--- src/rtl/ssp_pkg.sv ---
// Package: shared encodings of the serial shift path.
// Assumes: clk_sel values are fixed because software programs them.
package ssp_pkg;
    typedef enum logic [1:0] {
        SEL_SOFT     = 2'd0,
        SEL_TIMER    = 2'd1,
        SEL_EXT_RISE = 2'd2,
        SEL_EXT_FALL = 2'd3
    } ssp_sel_e;
endpackage

--- src/rtl/ssp_edge_sync.sv ---
// Module: brings an asynchronous clock into the system clock domain with a
// flop chain and reports its level and single-cycle rise/fall pulses.
// Assumes: the input is slow against clk (at least a few cycles per level).
module ssp_edge_sync #(
    parameter int STAGES = 2
) (
    input  logic clk,
    input  logic rst_n,
    input  logic async_in,
    output logic level,
    output logic rise,
    output logic fall
);
    localparam int LAST = STAGES - 1;

    logic [LAST:0] chain;
    logic          prev;

    // Shift the asynchronous input through the synchroniser chain.
    always_ff @(posedge clk) begin
        if (!rst_n) chain <= '0;
        else        chain <= {chain[LAST-1:0], async_in};
    end

    // Remember the previous synchronised level for edge detection.
    always_ff @(posedge clk) begin
        if (!rst_n) prev <= 1'b0;
        else        prev <= chain[LAST];
    end

    assign level = chain[LAST];
    assign rise  = chain[LAST] & ~prev;
    assign fall  = ~chain[LAST] & prev;
endmodule

--- src/rtl/ssp_shift_core.sv ---
// Module: the CPU-visible shift register and its receive buffer.
// A write has priority over a shift, and a shift moves the register left with
// sdi entering at bit 0. The buffer copies the register on a transfer-done pulse.
// Assumes: shift_en and xfer_done are single-cycle pulses in the clk domain.
module ssp_shift_core #(
    parameter int W = 8
) (
    input  logic         clk,
    input  logic         rst_n,
    input  logic         wr_en,
    input  logic [W-1:0] wr_data,
    input  logic         shift_en,
    input  logic         sdi,
    input  logic         xfer_done,
    output logic [W-1:0] data_q,
    output logic [W-1:0] buf_q
);
    localparam int MSB = W - 1;

    // Update the shift register: write first, then shift, else hold.
    always_ff @(posedge clk) begin
        if (!rst_n)        data_q <= '0;
        else if (wr_en)    data_q <= wr_data;
        else if (shift_en) data_q <= {data_q[MSB-1:0], sdi};
    end

    // Capture the completed byte into the read-only buffer.
    always_ff @(posedge clk) begin
        if (!rst_n)         buf_q <= '0;
        else if (xfer_done) buf_q <= data_q;
    end


    write_wins_chk: assert property (@(posedge clk) disable iff (!rst_n)
        wr_en |=> data_q == $past(wr_data));


    left_shift_chk: assert property (@(posedge clk) disable iff (!rst_n)
        (!wr_en && shift_en) |=> data_q == {$past(data_q[MSB-1:0]), $past(sdi)});


    idle_hold_chk: assert property (@(posedge clk) disable iff (!rst_n)
        (!wr_en && !shift_en) |=> $stable(data_q));


    buf_load_chk: assert property (@(posedge clk) disable iff (!rst_n)
        xfer_done |=> buf_q == $past(data_q));


    buf_hold_chk: assert property (@(posedge clk) disable iff (!rst_n)
        !xfer_done |=> $stable(buf_q));
endmodule

--- src/rtl/ssp_out_latch.sv ---
// Module: output latch built from a hold flop and a bypass mux. When open, the
// output follows the input in the same cycle. When closed, it shows the value
// captured on the last open cycle.
// Assumes: open_en is a clean clk-domain signal.
module ssp_out_latch (
    input  logic clk,
    input  logic rst_n,
    input  logic open_en,
    input  logic d,
    output logic q
);
    logic held;

    // Track the input while open so the value is kept when the latch closes.
    always_ff @(posedge clk) begin
        if (!rst_n)       held <= 1'b0;
        else if (open_en) held <= d;
    end

    assign q = open_en ? d : held;


    closed_steady_chk: assert property (@(posedge clk) disable iff (!rst_n)
        (!open_en && $past(!open_en)) |-> $stable(q));
endmodule

--- src/rtl/ser_shift_path.sv ---
// Module: top of the serial shift path. It selects the shift source, feeds
// the shift core and drives sdo from the MSB through the output latch.
// Assumes: sdi is stable around the selected sampling edge. sck is
// asynchronous and is synchronised here.
module ser_shift_path #(
    parameter int DATA_W = 8,
    parameter int SYNC_STAGES = 2
) (
    input  logic              clk,
    input  logic              rst_n,
    input  logic              wr_en,
    input  logic [DATA_W-1:0] wr_data,
    input  logic [1:0]        clk_sel,
    input  logic              sw_strobe,
    input  logic              timer_match,
    input  logic              xfer_done,
    input  logic              sdi,
    input  logic              sck,
    output logic              sdo,
    output logic [DATA_W-1:0] shift_q,
    output logic [DATA_W-1:0] buf_q
);
    import ssp_pkg::*;

    localparam int MSB = DATA_W - 1;

    logic sck_lvl, sck_rise, sck_fall;
    logic shift_evt, latch_open;

    ssp_edge_sync #(.STAGES(SYNC_STAGES)) u_sync (
        .clk     (clk),
        .rst_n   (rst_n),
        .async_in(sck),
        .level   (sck_lvl),
        .rise    (sck_rise),
        .fall    (sck_fall)
    );

    // Pick the shift event and the latch phase for the selected source.
    always_comb begin
        case (ssp_sel_e'(clk_sel))
            SEL_SOFT:     begin shift_evt = sw_strobe;   latch_open = 1'b1;     end
            SEL_TIMER:    begin shift_evt = timer_match; latch_open = 1'b1;     end
            SEL_EXT_RISE: begin shift_evt = sck_rise;    latch_open = ~sck_lvl; end
            default:      begin shift_evt = sck_fall;    latch_open = sck_lvl;  end
        endcase
    end

    ssp_shift_core #(.W(DATA_W)) u_core (
        .clk      (clk),
        .rst_n    (rst_n),
        .wr_en    (wr_en),
        .wr_data  (wr_data),
        .shift_en (shift_evt),
        .sdi      (sdi),
        .xfer_done(xfer_done),
        .data_q   (shift_q),
        .buf_q    (buf_q)
    );

    ssp_out_latch u_latch (
        .clk    (clk),
        .rst_n  (rst_n),
        .open_en(latch_open),
        .d      (shift_q[MSB]),
        .q      (sdo)
    );


    internal_follow_chk: assert property (@(posedge clk) disable iff (!rst_n)
        !clk_sel[1] |-> sdo == shift_q[MSB]);
endmodule

--- config.mk ---
export PLATFORM = sky130hd
export DESIGN_NAME = ser_shift_path
export DESIGN_NICKNAME = d
export VERILOG_FILES = /design/src/rtl/ssp_pkg.sv /design/src/rtl/ssp_edge_sync.sv /design/src/rtl/ssp_shift_core.sv /design/src/rtl/ssp_out_latch.sv /design/src/rtl/ser_shift_path.sv
export SDC_FILE = /design/constraint.sdc
export NUM_CORES = 1
export LEC_CHECK = 0
export ABC_CLOCK_PERIOD_IN_PS = 1800
export BUFFER_PORTS_ARGS = -buffer_cell sky130_fd_sc_hd__buf_4
export CORE_MARGIN = 4
export CORE_UTILIZATION = 46
export DETAILED_ROUTE_END_ITERATION = 6
export PLACE_DENSITY = 0.85
export SLEW_MARGIN = 15
export SYNTH_ARGS = -nofsm -noshare
export SYNTH_HDL_FRONTEND = slang
export SYNTH_HIERARCHICAL = 1
export SYNTH_SLANG_ARGS = --single-unit
--- constraint.sdc ---
create_clock -name clk -period 1.8 [get_ports clk]
set_input_delay 0.18 -clock clk [delete_from_list [all_inputs] [get_ports clk]]
set_output_delay 0.18 -clock clk [all_outputs]
set_load 0.01 [all_outputs]
Word-level counts from Yosys, hierarchy flattened
Index checks and enable logic that the tools add are counted.
{"block": "op_classes", "multipliers": 0, "addsub": 0, "reduce_logical": 3, "bitwise_logic": 4, "div": 0, "n_mux": 5, "n_eq_ne": 2, "magnitude_cmp": 0, "shift": 0}
{"op": "$mux W8", "n": 2}
{"op": "$pmux W1 S3", "n": 1}
{"op": "$and A1 B1 Y1", "n": 2}
{"op": "$eq A2 B1 Y1 const B", "n": 1}
{"op": "$eq A2 B2 Y1 const B", "n": 1}
{"op": "$logic_not A2 Y1", "n": 1}
{"op": "$not A1 Y1", "n": 2}
{"op": "$pmux W1 S2", "n": 1}
{"op": "$reduce_bool A2 Y1", "n": 1}
{"op": "$reduce_or A2 Y1", "n": 1}
{"op": "$mux W1", "n": 1}
{"block": "totals", "romBits": 0, "elab_cells": 19, "latch_bits": 0, "ff_bits": 20, "out_inout_bits": 17, "input_bits": 18, "mem_count": 0, "mem_bits_rw": 0}

Longest topological paths before layout
{"block": "depth", "ltp_word": 5, "mapped_depth": 5, "mapped_depth_nobuf": 4}

Hierarchy
The synthesis kept the hierarchy.
{"module": "ssp_shift_core", "cells_each": 60, "seq_area_each_um2": 320.3, "n_inst": 1, "area_per_inst_um2": 735.7}
{"module": "ssp_edge_sync", "cells_each": 8, "seq_area_each_um2": 60.1, "n_inst": 1, "area_per_inst_um2": 91.3}
{"module": "ssp_out_latch", "cells_each": 3, "seq_area_each_um2": 20.0, "n_inst": 1, "area_per_inst_um2": 43.8}
{"module": "ser_shift_path", "cells_each": 3, "seq_area_each_um2": 0.0, "n_inst": 1, "area_per_inst_um2": 35.0}

Worst setup path after synthesis
Ideal clock, no wire load.
{"block": "synth_path", "path_type": "register -> register", "from": "reg u_sync.chain[1]", "to": "reg u_core.data_q[0]", "path_stages_with_launch": 6, "path_slack_ns": 0.175, "path_buffers": 1, "synth_period_minus_slack_ns": 1.625, "t_arrival_ns": 1.508, "setup_time_ns": 0.116, "t_required_ns": 1.684, "cell_sequence": "dfxtp_1 > nor2b_1 > mux4_2 > buf_6 > mux2_4 > o211a_1"}
{"block": "synth_between", "elab_cells_between_ends": 5, "classes_between": "1 x mux; 3 x bitwise; 1 x reduce/logical"}
{"item": "start: declaration", "line": "ssp_edge_sync.sv:16", "text": "logic [LAST:0] chain;"}
{"item": "start signal: assignment", "line": "ssp_edge_sync.sv:22", "text": "else chain <= {chain[LAST-1:0], async_in};"}
{"item": "$and A1 B1 Y1", "line": "ssp_edge_sync.sv:32", "text": "assign rise = chain[LAST] & ~prev;"}
{"item": "via sck_rise", "line": "ser_shift_path.sv:27", "text": "logic sck_lvl, sck_rise, sck_fall;"}
{"item": "$pmux W1 S3", "line": "ser_shift_path.sv:41", "text": "case (ssp_sel_e'(clk_sel))"}
{"item": "via shift_evt", "line": "ser_shift_path.sv:28", "text": "logic shift_evt, latch_open;"}
{"item": "$reduce_bool A2 Y1 (no source line)"}
{"item": "end signal: assignment", "line": "ssp_shift_core.sv:23", "text": "else if (wr_en) data_q <= wr_data;"}
{"item": "end signal: assignment", "line": "ssp_shift_core.sv:24", "text": "else if (shift_en) data_q <= {data_q[MSB-1:0], sdi};"}
{"item": "end: declaration", "line": "ssp_shift_core.sv:15", "text": "output logic [W-1:0] data_q,"}
The timed path passes the listed nets, and every way through them passes these cells.
A chain may end at the register's enable or synchronous reset.

Worst setup path after layout
Same ends and word-level chain as after synthesis.

==> qor.yml <==
clocking:
  ctsHtreeMaxLevel: 1
  clk_root_buffer_cell: "sky130_fd_sc_hd__clkbuf_4"
  cts_buffer_count: 3
  post_cts_buffers: 0
  cts.reportedPaths.clkPinSlew_ns: 0.11
  cts_tree: "yes"
  cts_hold_buf: 0
  tritoncts_num_sinks: 20
  ctsLongestPathBuffers: 2
  cts-resized-gates: 0
  insertion_delay_ns: 0.29
timing:
  final_hold_viol_count: 0
  fraction_of_the_cycle_the_final_worst_path_needs_pct: 96.4
  timing.final.crit_period_ns: 1.74
  timing.final.setup_violations: 0
  fin_hold_ws_ns: 0.0834
  postLayoutSetupSlackWorst_ns: 0.0640
  max-slew-margin-rel_pct: 80.7
  max_freq_mhz: 576
  layout_skew_ns: 0.00147
  final_slew_violations: 0
  worst-slew-pin-transition_ns: 0.289
  grt_setup_unrepaired: "false"
  setup_tns_ns: 0
drt:
  drcViolationCount: 0
  number_of_nets_with_antenna_violations_after_routing: 0
  routedWlPerCell_um: 12.9
  initialDrtViolationCount: 3
  postRouteWirelength_um: 1720
  routed_via_density: 4.88
  route.vias.total: 649
  first_pass_iters: 4
critical_path:
  worst_setup_path_start_kind: "register"
  cp_data_arrival_time_ns: 1.93
  critical_path.slowest_cell: "sky130_fd_sc_hd__mux4_2"
  peak_fanout_along_the_critical_path: 8
  critPathTopFamily: "multiplexers"
  worst_ep_required_time_ns: 1.99
  worst_setup_path_end_kind: "register"
  critical_path_buf_inv_count: 0
  timing.setup.critical_path_class: "reg -> reg"
  cpPeakStageDelay_ns: 0.61
  critical_path_cell_by_cell: "nor2b_1 > mux4_2 > mux2_4 > o211a_1"
synthesis:
  synth_seq_cells: 20
  synth-seq-area-share_pct: 44.2
  ys.warnings.count: 6
  synth.lib_cells_used.distinct: 14
  syn_avg_cell_area_um2: 12.2
  postSynthCellCount: 74
  syn-num-nets: 92
  syn_area_um2: 906
global_routing:
  grt_pass1_vias: 662
  gr-max-usage-layer: "met2"
  use_met3_pct: 3.70
  grtUsageMet2_pct: 24.6
  grt.total_usage_pct: 13.6
  gr-total-overflow: 0
  gr-usage-met1_pct: 16.0
  grt_antenna_before_repair: 0
  grt_max_degree: 21
  grt_first_pass_wirelength_um: 2800
place:
  pre_cts_ws_ns: 0.0826
  gp_congestion: 0.706
  place.detailed.hpwl_um: 1270
  placement.cell_area_um2: 1170
  port-buffer-count: 34
floorplanning:
  dieWidth_um: 52.4
  ioPinCount: 35
  floorplan.initialDensity_pct: 50.3
  die-area_um2: 2740
  die_height_um: 52.4
  rows: 15
  fp.coreArea_um2: 1800
pwr:
  powerDensity_nw_per_um2: 771
  irDropWorstVdd_mv: 0.592
  cellLeakagePower_nw: 0.633
outcome:
  status: "finished, final reports clean"
layout:
  fillCellCount: 147
  area_growth_pct: 32.9
  postLayoutCellArea_um2: 1200
  design.final.nets: 127
  final_layout_size_suffix_gt1_share_pct: 45.4
  antenna-diode-count: 0
job:
  cap_violations: 0
min_path:
  holdCritPathClass: "in -> reg"
==> flip-flops by register name (all words and copies together) (netlist names) <==
register       count
u_latch/held       1
u_sync/chain       2
u_core/data_q      8
u_sync/prev        1
u_core/buf_q       8
==> metal layers <==
layer  vias up  wire (um)
met3         2        118
met2        23        850
met5         -          0
li1        324          -
met4         0          6
met1       300        739
==> where the power goes <==
part / switching (mW) / leakage (nW) / internal [mW]
clock network: 0.132 / 0.0210 / 0.123
logic: 0.0665 / 0.447 / 0.118
registers: 0.0206 / 0.165 / 0.469
==> synth_stat cells <==
master | instances | share of area [%]
sky130_fd_sc_hd__buf_6 | 1 | 1.2
sky130_fd_sc_hd__mux2_4 | 9 | 15
sky130_fd_sc_hd__o211a_1 | 8 | 8.8
sky130_fd_sc_hd__buf_2 | 2 | 1.1
sky130_fd_sc_hd__mux2i_1 | 8 | 8.8
sky130_fd_sc_hd__mux4_2 | 1 | 2.5
sky130_fd_sc_hd__nand2_1 | 1 | 0.41
sky130_fd_sc_hd__and2_1 | 3 | 2.1
sky130_fd_sc_hd__nor2b_1 | 10 | 6.9
sky130_fd_sc_hd__clkbuf_1 | 1 | 0.41
sky130_fd_sc_hd__and2_4 | 1 | 0.97
sky130_fd_sc_hd__xor2_1 | 1 | 0.97
sky130_fd_sc_hd__or2b_1 | 8 | 6.6
sky130_fd_sc_hd__dfxtp_1 | 20 | 44
==> path summary, 6_finish.rpt <==
| check | startpoint | end | slack (ns) | cells past startpoint |
|---|---|---|---|---|
| max | u_sync/chain[1] | u_core/data_q[0] | 0.06 | 4 |
| min | sck | u_sync/chain[0] | 0.08 | 2 |
| max reg2reg | u_sync/chain[1] | u_core/data_q[0] | 0.06 | 4 |
| min reg2reg | u_sync/chain[0] | u_sync/chain[1] | 0.44 | 1 |
==> kinds of logic after synthesis <==
group                  after synthesis  share of synthesized area [%]
AO/OA/AOI/OAI                        8                           8.84
buffers and inverters                4                           2.76
multiplexers                        18                           26.2
XOR/XNOR                             1                          0.967
AND/OR/NAND/NOR                     23                           17.0
flip-flops                          20                           44.2
==> final cells by class <==
type	instances	area (um^2)	area share, %
multi-input cells	50	480	39.9
clock buffers	4	36.3	3.01
flip-flops and latches	20	400	33.3
repair buffers	34	255	21.2
well taps	25	31.3	2.60
==> worst register-to-register path, stage by stage (launching register included) <==
cell                      delay (ns)
sky130_fd_sc_hd__dfxtp_1        0.35
sky130_fd_sc_hd__nor2b_1        0.13
sky130_fd_sc_hd__mux4_2         0.61
sky130_fd_sc_hd__mux2_4         0.35
sky130_fd_sc_hd__o211a_1        0.21
==> cells in the final DEF, fill, tap and decap left out, drive strengths merged <==
| master | netlist | final |
|---|---|---|
| dfxtp | 20 | 20 |
| or2b | 8 | 8 |
| nor2b | 10 | 10 |
| mux2i | 8 | 8 |
| and2 | 4 | 4 |
| buf | 3 | 34 |
| mux4 | 1 | 1 |
| o211a | 8 | 8 |
| clkbuf | 1 | 4 |
| xor2 | 1 | 1 |
| mux2 | 9 | 9 |
| nand2 | 1 | 1 |
==> per-stage QoR <==
| step | cells | utilization, % | power [mW] |
|---|---|---|---|
| detailed placement | 129 | 64.8 | 0.685 |
| floorplan | 74 | - | 0.607 |
| CTS | 133 | 66.8 | 0.936 |
| global route | 133 | 66.8 | 0.974 |
| finish | 133 | 66.8 | 0.929 |
| global placement | 129 | 64.8 | 0.679 |
Note: power is estimated with default switching activity, not from simulation.
